==> config.mk <==
export PLATFORM = sky130hd
export DESIGN_NAME = scroll_addr_unit
export DESIGN_NICKNAME = d
export VERILOG_FILES = /design/src/rtl/scroll_pkg.sv /design/src/rtl/scroll_dot_decode.sv /design/src/rtl/scroll_t_reg.sv /design/src/rtl/scroll_v_reg.sv /design/src/rtl/scroll_addr_unit.sv
export SDC_FILE = /design/constraint.sdc
export NUM_CORES = 1
export LEC_CHECK = 0
export CAP_MARGIN = 20
export CORE_MARGIN = 4
export CORE_UTILIZATION = 38
export DETAILED_ROUTE_END_ITERATION = 8
export GPL_TIMING_DRIVEN = 1
export HOLD_SLACK_MARGIN = 0.08
export PLACE_DENSITY = 0.8
export SLEW_MARGIN = 5
export SYNTH_ARGS = -nofsm -noshare
export SYNTH_HDL_FRONTEND = slang
export SYNTH_SLANG_ARGS = --single-unit
==> constraint.sdc <==
create_clock -name clk -period 2.11 [get_ports clk]
set_input_delay 0.3165 -clock clk [delete_from_list [all_inputs] [get_ports clk]]
set_output_delay 0.3165 -clock clk [all_outputs]
set_load 0.03 [all_outputs]
==> src/rtl/scroll_pkg.sv <==
package scroll_pkg;

  localparam int VADDR_W = 15;

  typedef struct packed {
    logic [2:0] fine_y;
    logic       nt_y;
    logic       nt_x;
    logic [4:0] coarse_y;
    logic [4:0] coarse_x;
  } vaddr_t;

  localparam logic [VADDR_W-1:0] HORIZ_MASK = 15'h041F;
  localparam logic [VADDR_W-1:0] VERT_MASK  = 15'h7BE0;

endpackage

==> src/rtl/scroll_dot_decode.sv <==
module scroll_dot_decode #(
  parameter int CNT_W        = 9,
  parameter int VIS_LINES    = 240,
  parameter int PRE_LINE     = 261,
  parameter int TILE_DOTS    = 8,
  parameter int FETCH_LAST   = 256,
  parameter int PREF_FIRST   = 328,
  parameter int PREF_LAST    = 336,
  parameter int Y_INC_DOT    = 256,
  parameter int H_COPY_DOT   = 257,
  parameter int V_COPY_FIRST = 280,
  parameter int V_COPY_LAST  = 304
) (
  input  logic             render_en,
  input  logic [CNT_W-1:0] scanline,
  input  logic [CNT_W-1:0] dot,
  output logic             x_inc,
  output logic             y_inc,
  output logic             h_copy,
  output logic             v_copy
);

  localparam logic [CNT_W-1:0] TILE_MASK = CNT_W'(TILE_DOTS - 1);

  logic render_line;
  logic pre_line;
  logic tile_edge;
  logic in_fetch;

  always_comb begin
    pre_line    = (scanline == CNT_W'(PRE_LINE));
    render_line = (scanline < CNT_W'(VIS_LINES)) || pre_line;
    tile_edge   = ((dot & TILE_MASK) == '0) && (dot != '0);
    in_fetch    = (dot <= CNT_W'(FETCH_LAST)) ||
                  ((dot >= CNT_W'(PREF_FIRST)) && (dot <= CNT_W'(PREF_LAST)));
    x_inc  = render_en && render_line && tile_edge && in_fetch;
    y_inc  = render_en && render_line && (dot == CNT_W'(Y_INC_DOT));
    h_copy = render_en && render_line && (dot == CNT_W'(H_COPY_DOT));
    v_copy = render_en && pre_line &&
             (dot >= CNT_W'(V_COPY_FIRST)) && (dot <= CNT_W'(V_COPY_LAST));
  end

endmodule

==> src/rtl/scroll_t_reg.sv <==
module scroll_t_reg
  import scroll_pkg::*;
(
  input  logic               clk,
  input  logic               rst,
  input  logic               t_load,
  input  logic [VADDR_W-1:0] t_data,
  output logic [VADDR_W-1:0] t_q
);

  always_ff @(posedge clk) begin
    if (rst)         t_q <= '0;
    else if (t_load) t_q <= t_data;
  end

  // staging value only changes on a load
  a_r10_t_hold: assert property (@(posedge clk) disable iff (rst)
    !t_load |=> $stable(t_q));

  a_r10_t_write: assert property (@(posedge clk) disable iff (rst)
    t_load |=> (t_q == $past(t_data)));

endmodule

==> src/rtl/scroll_v_reg.sv <==
module scroll_v_reg
  import scroll_pkg::*;
#(
  parameter int LAST_ROW = 29
) (
  input  logic               clk,
  input  logic               rst,
  input  logic               x_inc,
  input  logic               y_inc,
  input  logic               h_copy,
  input  logic               v_copy,
  input  logic [VADDR_W-1:0] t_q,
  output vaddr_t             v_q
);

  localparam logic [4:0] ROW_END = 5'(LAST_ROW);
  localparam logic [4:0] ROW_MAX = 5'd31;
  localparam logic [2:0] FY_MAX  = 3'd7;

  vaddr_t nxt;
  vaddr_t stepped;

  always_comb begin
    stepped = v_q;
    if (x_inc) begin
      if (v_q.coarse_x == ROW_MAX) begin
        stepped.coarse_x = '0;
        stepped.nt_x     = ~v_q.nt_x;
      end else begin
        stepped.coarse_x = v_q.coarse_x + 5'd1;
      end
    end
    if (y_inc) begin
      if (v_q.fine_y != FY_MAX) begin
        stepped.fine_y = v_q.fine_y + 3'd1;
      end else begin
        stepped.fine_y = '0;
        if (v_q.coarse_y == ROW_END) begin
          stepped.coarse_y = '0;
          stepped.nt_y     = ~v_q.nt_y;
        end else if (v_q.coarse_y == ROW_MAX) begin
          stepped.coarse_y = '0;
        end else begin
          stepped.coarse_y = v_q.coarse_y + 5'd1;
        end
      end
    end
    nxt = stepped;
    if (h_copy) nxt = vaddr_t'((nxt & ~HORIZ_MASK) | (t_q & HORIZ_MASK));
    if (v_copy) nxt = vaddr_t'((nxt & ~VERT_MASK) | (t_q & VERT_MASK));
  end

  always_ff @(posedge clk) begin
    if (rst) v_q <= '0;
    else     v_q <= nxt;
  end

  // no selected update, no change
  a_r11_idle_hold: assert property (@(posedge clk) disable iff (rst)
    !(x_inc || y_inc || h_copy || v_copy) |=> $stable(v_q));

  // horizontal group follows staging register
  a_r7_hcopy: assert property (@(posedge clk) disable iff (rst)
    h_copy |=> (((v_q ^ $past(t_q)) & HORIZ_MASK) == '0));

  // vertical group follows staging register
  a_r8_vcopy: assert property (@(posedge clk) disable iff (rst)
    v_copy |=> (((v_q ^ $past(t_q)) & VERT_MASK) == '0));

  // column wrap flips horizontal table select
  a_r3_x_wrap: assert property (@(posedge clk) disable iff (rst)
    (x_inc && !h_copy && v_q.coarse_x == ROW_MAX)
      |=> (v_q.coarse_x == '0) && (v_q.nt_x != $past(v_q.nt_x)));

  // last visible row wraps and flips vertical table select
  a_r5_row_wrap: assert property (@(posedge clk) disable iff (rst)
    (y_inc && !v_copy && v_q.fine_y == FY_MAX && v_q.coarse_y == ROW_END)
      |=> (v_q.coarse_y == '0) && (v_q.nt_y != $past(v_q.nt_y)));

  // row 31 wraps without flipping
  a_r6_row_max: assert property (@(posedge clk) disable iff (rst)
    (y_inc && !v_copy && v_q.fine_y == FY_MAX && v_q.coarse_y == ROW_MAX)
      |=> (v_q.coarse_y == '0) && $stable(v_q.nt_y));

endmodule

==> src/rtl/scroll_addr_unit.sv <==
module scroll_addr_unit
  import scroll_pkg::*;
#(
  parameter int CNT_W        = 9,
  parameter int VIS_LINES    = 240,
  parameter int PRE_LINE     = 261,
  parameter int TILE_DOTS    = 8,
  parameter int FETCH_LAST   = 256,
  parameter int PREF_FIRST   = 328,
  parameter int PREF_LAST    = 336,
  parameter int Y_INC_DOT    = 256,
  parameter int H_COPY_DOT   = 257,
  parameter int V_COPY_FIRST = 280,
  parameter int V_COPY_LAST  = 304,
  parameter int LAST_ROW     = 29
) (
  input  logic               clk,
  input  logic               rst,
  input  logic               render_en,
  input  logic [CNT_W-1:0]   scanline,
  input  logic [CNT_W-1:0]   dot,
  input  logic               t_load,
  input  logic [VADDR_W-1:0] t_data,
  output logic [VADDR_W-1:0] v_addr
);

  logic x_inc, y_inc, h_copy, v_copy;
  logic [VADDR_W-1:0] t_q;
  vaddr_t v_q;

  scroll_dot_decode #(
    .CNT_W(CNT_W), .VIS_LINES(VIS_LINES), .PRE_LINE(PRE_LINE),
    .TILE_DOTS(TILE_DOTS), .FETCH_LAST(FETCH_LAST),
    .PREF_FIRST(PREF_FIRST), .PREF_LAST(PREF_LAST),
    .Y_INC_DOT(Y_INC_DOT), .H_COPY_DOT(H_COPY_DOT),
    .V_COPY_FIRST(V_COPY_FIRST), .V_COPY_LAST(V_COPY_LAST)
  ) u_decode (
    .render_en(render_en), .scanline(scanline), .dot(dot),
    .x_inc(x_inc), .y_inc(y_inc), .h_copy(h_copy), .v_copy(v_copy)
  );

  scroll_t_reg u_treg (
    .clk(clk), .rst(rst), .t_load(t_load), .t_data(t_data), .t_q(t_q)
  );

  scroll_v_reg #(.LAST_ROW(LAST_ROW)) u_vreg (
    .clk(clk), .rst(rst), .x_inc(x_inc), .y_inc(y_inc),
    .h_copy(h_copy), .v_copy(v_copy), .t_q(t_q), .v_q(v_q)
  );

  assign v_addr = v_q;

  // rendering disabled freezes the address
  a_r9_render_off: assert property (@(posedge clk) disable iff (rst)
    !render_en |=> $stable(v_addr));

  // reset clears the address
  a_r1_reset: assert property (@(posedge clk)
    rst |=> (v_addr == '0));

endmodule

==> key figures <==
Outcome
  – Result of the run: completed

Clocking
  – CTS buffer count: 5
  – H-tree levels: 2
  – Clock latency of the later-clocked register in the worst-skew pair: 0.27 ns
  – Register clock-pin slew on the reported worst setup and hold paths: 0.06 ns
  – Sink count of the clock tree: 30
  – CTS tree: yes
  – Number of buffers on the longest clock path: 2
  – Clock Root Buffer: sky130_fd_sc_hd__clkbuf_8

Power and ir drop
  – Leakage power total: 1.049 nW
  – Peak supply drop: 0.4236 mV
  – Switching Power: 0.2735 mW
  – Portion of total power attributed to sequential cells: 48.9%
  – Portion of total power attributed to the clock network: 38.2%
  – Total power after layout: 1.217 mW
  – Comb power frac: 12.9%
  – Internal Power: 0.9438 mW
  – Power density cells: 497.7 nW/um^2
  – Sw frac: 22.47%

Global route
  – Wire length of the first global-routing pass: 7113 um
  – Antenna violations before repair: 0
  – Total global-route track usage: 16.64%
  – Remaining global-route overflow: 0
  – Largest net degree at the start of global routing: 27
  – Via count of the first global-routing pass: 1,557

Setup path
  – Critical path peak fanout: 6
  – Kind of end point of the critical path: register
  – Worst Reg-to-Reg Cells: 6
  – CP Class: in -> reg
  – Slowest Stage Delay on Critical Path: 0.53 ns
  – Delay-heaviest family, CP: simple AND/OR/NAND/NOR gates
  – CP Buf/Inv Count: 1
  – Crit path launch type: input port
  – Number of gates on the worst path with buffers counted: 6
  – Arr. time, crit path: 2.24 ns
  – List of cells traversed by the critical path: buf_6 -> or4_4 -> o211a_1 -> a2111o_1 -> or4b_1 -> a31oi_1
  – Required time at the endpoint of the critical path: 2.32 ns
  – Worst-path cell with the longest stage delay: sky130_fd_sc_hd__or4_4

Finish
  – Fin nets: 298
  – Share of layout cells above drive strength 1: 15.29%
  – Area growth from synthesis to layout: 52.85%
  – Diode count: 0
  – Filler instances: 354

Synth
  – Main combinational cell family by area after synthesis: simple AND/OR/NAND/NOR gates
  – Post-synthesis average cell area: 8.793 um^2
  – Async set or reset register ratio after synthesis: 0%
  – Most used flip-flop cell after synthesis: sky130_fd_sc_hd__dfxtp_1
  – Commonest cells post-synth: 30 x sky130_fd_sc_hd__dfxtp_1, 25 x sky130_fd_sc_hd__nor2_1, 20 x sky130_fd_sc_hd__mux2i_1, 10 x sky130_fd_sc_hd__nand2_1, 8 x sky130_fd_sc_hd__nor3_1
  – Number of synthesized flops with an enable pin: 0
  – Share of the synthesized area in compound gates (AO/OA/AOI/OAI): 16.73%
  – Most instantiated library cell after synthesis: sky130_fd_sc_hd__dfxtp_1
  – Simple-gate share of the synthesized area: 23.61%
  – Net Count, Synth: 226
  – Fraction of synthesized cell area taken by the top area cell type: 37.53%
  – Ranking of synthesized cells by area: sky130_fd_sc_hd__dfxtp_1 38%, sky130_fd_sc_hd__mux2i_1 13%, sky130_fd_sc_hd__nor2_1 5.9%
  – Gate Count Post-Synth: 182
  – Syn Std Cell Area: 1600 um^2
  – Mux share of post-synthesis cell area: 12.51%
  – Adder-cell share of the synthesized area: 5.473%
  – Synth Area in XOR/XNOR: 0.5473%
  – FF+latch count, synth: 30
  – Seq/Total Area, Yosys: 37.53%
  – Number of warning messages in the yosys log: 0
  – Top cell type by total area after synthesis: sky130_fd_sc_hd__dfxtp_1
  – Count of distinct cell types in the synthesized netlist: 41

Floorplan
  – Effective utilization at floorplan: 39.72%
  – Chip width: 72.90 um
  – Y dimension of the die: 72.90 um
  – Core footprint: 4029 um^2
  – Number of rows in the core area: 23
  – Top-level I/O count: 52
  – Die ar.: 5314 um^2

Timing
  – Relative max-transition margin: 78.25%
  – Total of endpoints with negative setup slack in the final report: 0
  – Transition at the pin with the smallest max-transition slack: 0.3252 ns
  – Upper clock frequency limit: 0.4904 GHz
  – Final hold slack: 0.4836 ns
  – Final period utilization: 96.64%
  – Worst-case clock skew: 0.005556 ns
  – RSZ-0062 raised after global routing: true
  – Final worst path period need: 2.039 ns
  – Final slew viol count: 0
  – Total count of hold-check failures in the final report: 0

Route
  – Final Routed Wirelength: 4366 um
  – Count of nets left with antenna violations after detail routing: 0
  – DRC errors left: 0
  – First-pass DRT Iterations: 4
  – Routed len/inst: 14.31 um
  – First-iteration detailed-routing DRC count: 52
  – Via count: 1,620
  – Routed via count divided by cell count: 5.311

Hold path
  – Worst min path class: reg -> reg
  – Worst hold path depth: 2

Placement
  – Placer congestion estimate: 0.7795
  – Detailed placement HPWL: 3074 um
  – PortBufs: 51

Job
  – Max capacitance violation total: 0
stage by stage:
step | worst slack (ns) | utilization (%) | cells | TNS [ns] | instance area, um^2
after floorplan | -0.05445 | - | 182 | -0.05445 | 1607
after global placement | -0.4287 | 56.99 | 295 | -5.164 | 2296
after detailed placement | -0.4506 | 56.99 | 295 | -5.453 | 2296
after CTS | 0.002915 | 59.38 | 303 | 0 | 2392
after global routing | -0.02158 | 60.71 | 305 | -0.02158 | 2446
final | 0.07093 | 60.71 | 305 | 0 | 2446
area by class of cell:
class / count / area [um^2] / area share, %
tap: 50 / 62.56 / 2.558
clock inverter: 1 / 5.005 / 0.2046
clock buffer: 7 / 86.33 / 3.529
inverter: 6 / 22.52 / 0.9207
sequential: 30 / 600.6 / 24.55
multi-input combinational: 137 / 980.9 / 40.10
timing repair buffer: 74 / 688.2 / 28.13
registers in the layout, indices dropped and copies added, names as in the netlist:
signal	flops
u_treg.t_q	15
u_vreg.v_q	15
power by group through the flow:
stage	clock network (mW)	logic, mW	registers [mW]
final	0.465	0.158	0.595
after detailed placement	0	0.156	0.606
after floorplan	0	0.0553	0.603
after global placement	0	0.153	0.606
after global routing	0.496	0.171	0.596
after CTS	0.476	0.154	0.594
worst paths after layout:
check / from / endpoint / slack, ns
max: dot[3] / u_vreg.v_q[2] / 0.07
min: u_treg.t_q[12] / u_vreg.v_q[12] / 0.48
max reg2reg: u_vreg.v_q[0] / u_vreg.v_q[10] / 0.33
min reg2reg: u_treg.t_q[12] / u_vreg.v_q[12] / 0.48
kinds of logic after synthesis:
| kind of cell | Yosys count |
|---|---|
| muxes | 20 |
| and+or+nand+nor | 72 |
| DFF | 30 |
| xor gates and xnor gates | 1 |
| buffers and inverters | 15 |
| adders and majority gates | 7 |
| AOI/OAI and AO/OA | 37 |
cells in the final DEF (no fill, tap or decap), types with 2 or more instances in the layout:
master,instances
sky130_fd_sc_hd__clkdlybuf4s50_1,37
sky130_fd_sc_hd__dfxtp_1,30
sky130_fd_sc_hd__nor2_1,25
sky130_fd_sc_hd__buf_4,21
sky130_fd_sc_hd__mux2i_1,20
sky130_fd_sc_hd__nand2_1,10
sky130_fd_sc_hd__nor3_1,8
sky130_fd_sc_hd__ha_1,7
sky130_fd_sc_hd__inv_1,6
sky130_fd_sc_hd__nand3b_1,6
sky130_fd_sc_hd__o21ai_0,6
sky130_fd_sc_hd__clkbuf_8,6
sky130_fd_sc_hd__dlymetal6s2s_1,5
sky130_fd_sc_hd__dlygate4sd2_1,5
sky130_fd_sc_hd__a31oi_1,4
sky130_fd_sc_hd__nand3_1,4
sky130_fd_sc_hd__a211oi_1,4
sky130_fd_sc_hd__a21oi_1,4
sky130_fd_sc_hd__and3_1,3
sky130_fd_sc_hd__nand4_1,3
sky130_fd_sc_hd__a22oi_1,3
sky130_fd_sc_hd__buf_6,3
sky130_fd_sc_hd__nor3b_1,2
sky130_fd_sc_hd__a211o_1,2
sky130_fd_sc_hd__or3_1,2
sky130_fd_sc_hd__o22ai_1,2
sky130_fd_sc_hd__o21bai_1,2
sky130_fd_sc_hd__o31ai_1,2
sky130_fd_sc_hd__buf_2,2
what timing repair did:
action                     4_1_cts  5_1_grt
cloned                           0        1
setup endpoints to repair       15       12
hold buffers                     0        0
buffers inserted                 0        1
pin swaps                        8        8
gates resized for setup         20       13
worst register-to-register path, stage by stage, from the launching register on:
cell and delay [ns]:
sky130_fd_sc_hd__dfxtp_1 0.41, sky130_fd_sc_hd__ha_1 0.21, sky130_fd_sc_hd__and3_1 0.16, sky130_fd_sc_hd__ha_1 0.25, sky130_fd_sc_hd__inv_1 0.07, sky130_fd_sc_hd__or3_1 0.34
sky130_fd_sc_hd__a311oi_1 0.24
per-layer routing:
layer	GRT usage (%)	routed length, um	vias up
met5	0	0	-
met4	4.713	39	0
met3	4.270	295	4
met2	25.85	2067	54
met1	22.78	1963	738
li1	-	-	824
Power figures use the tool's default switching activity.
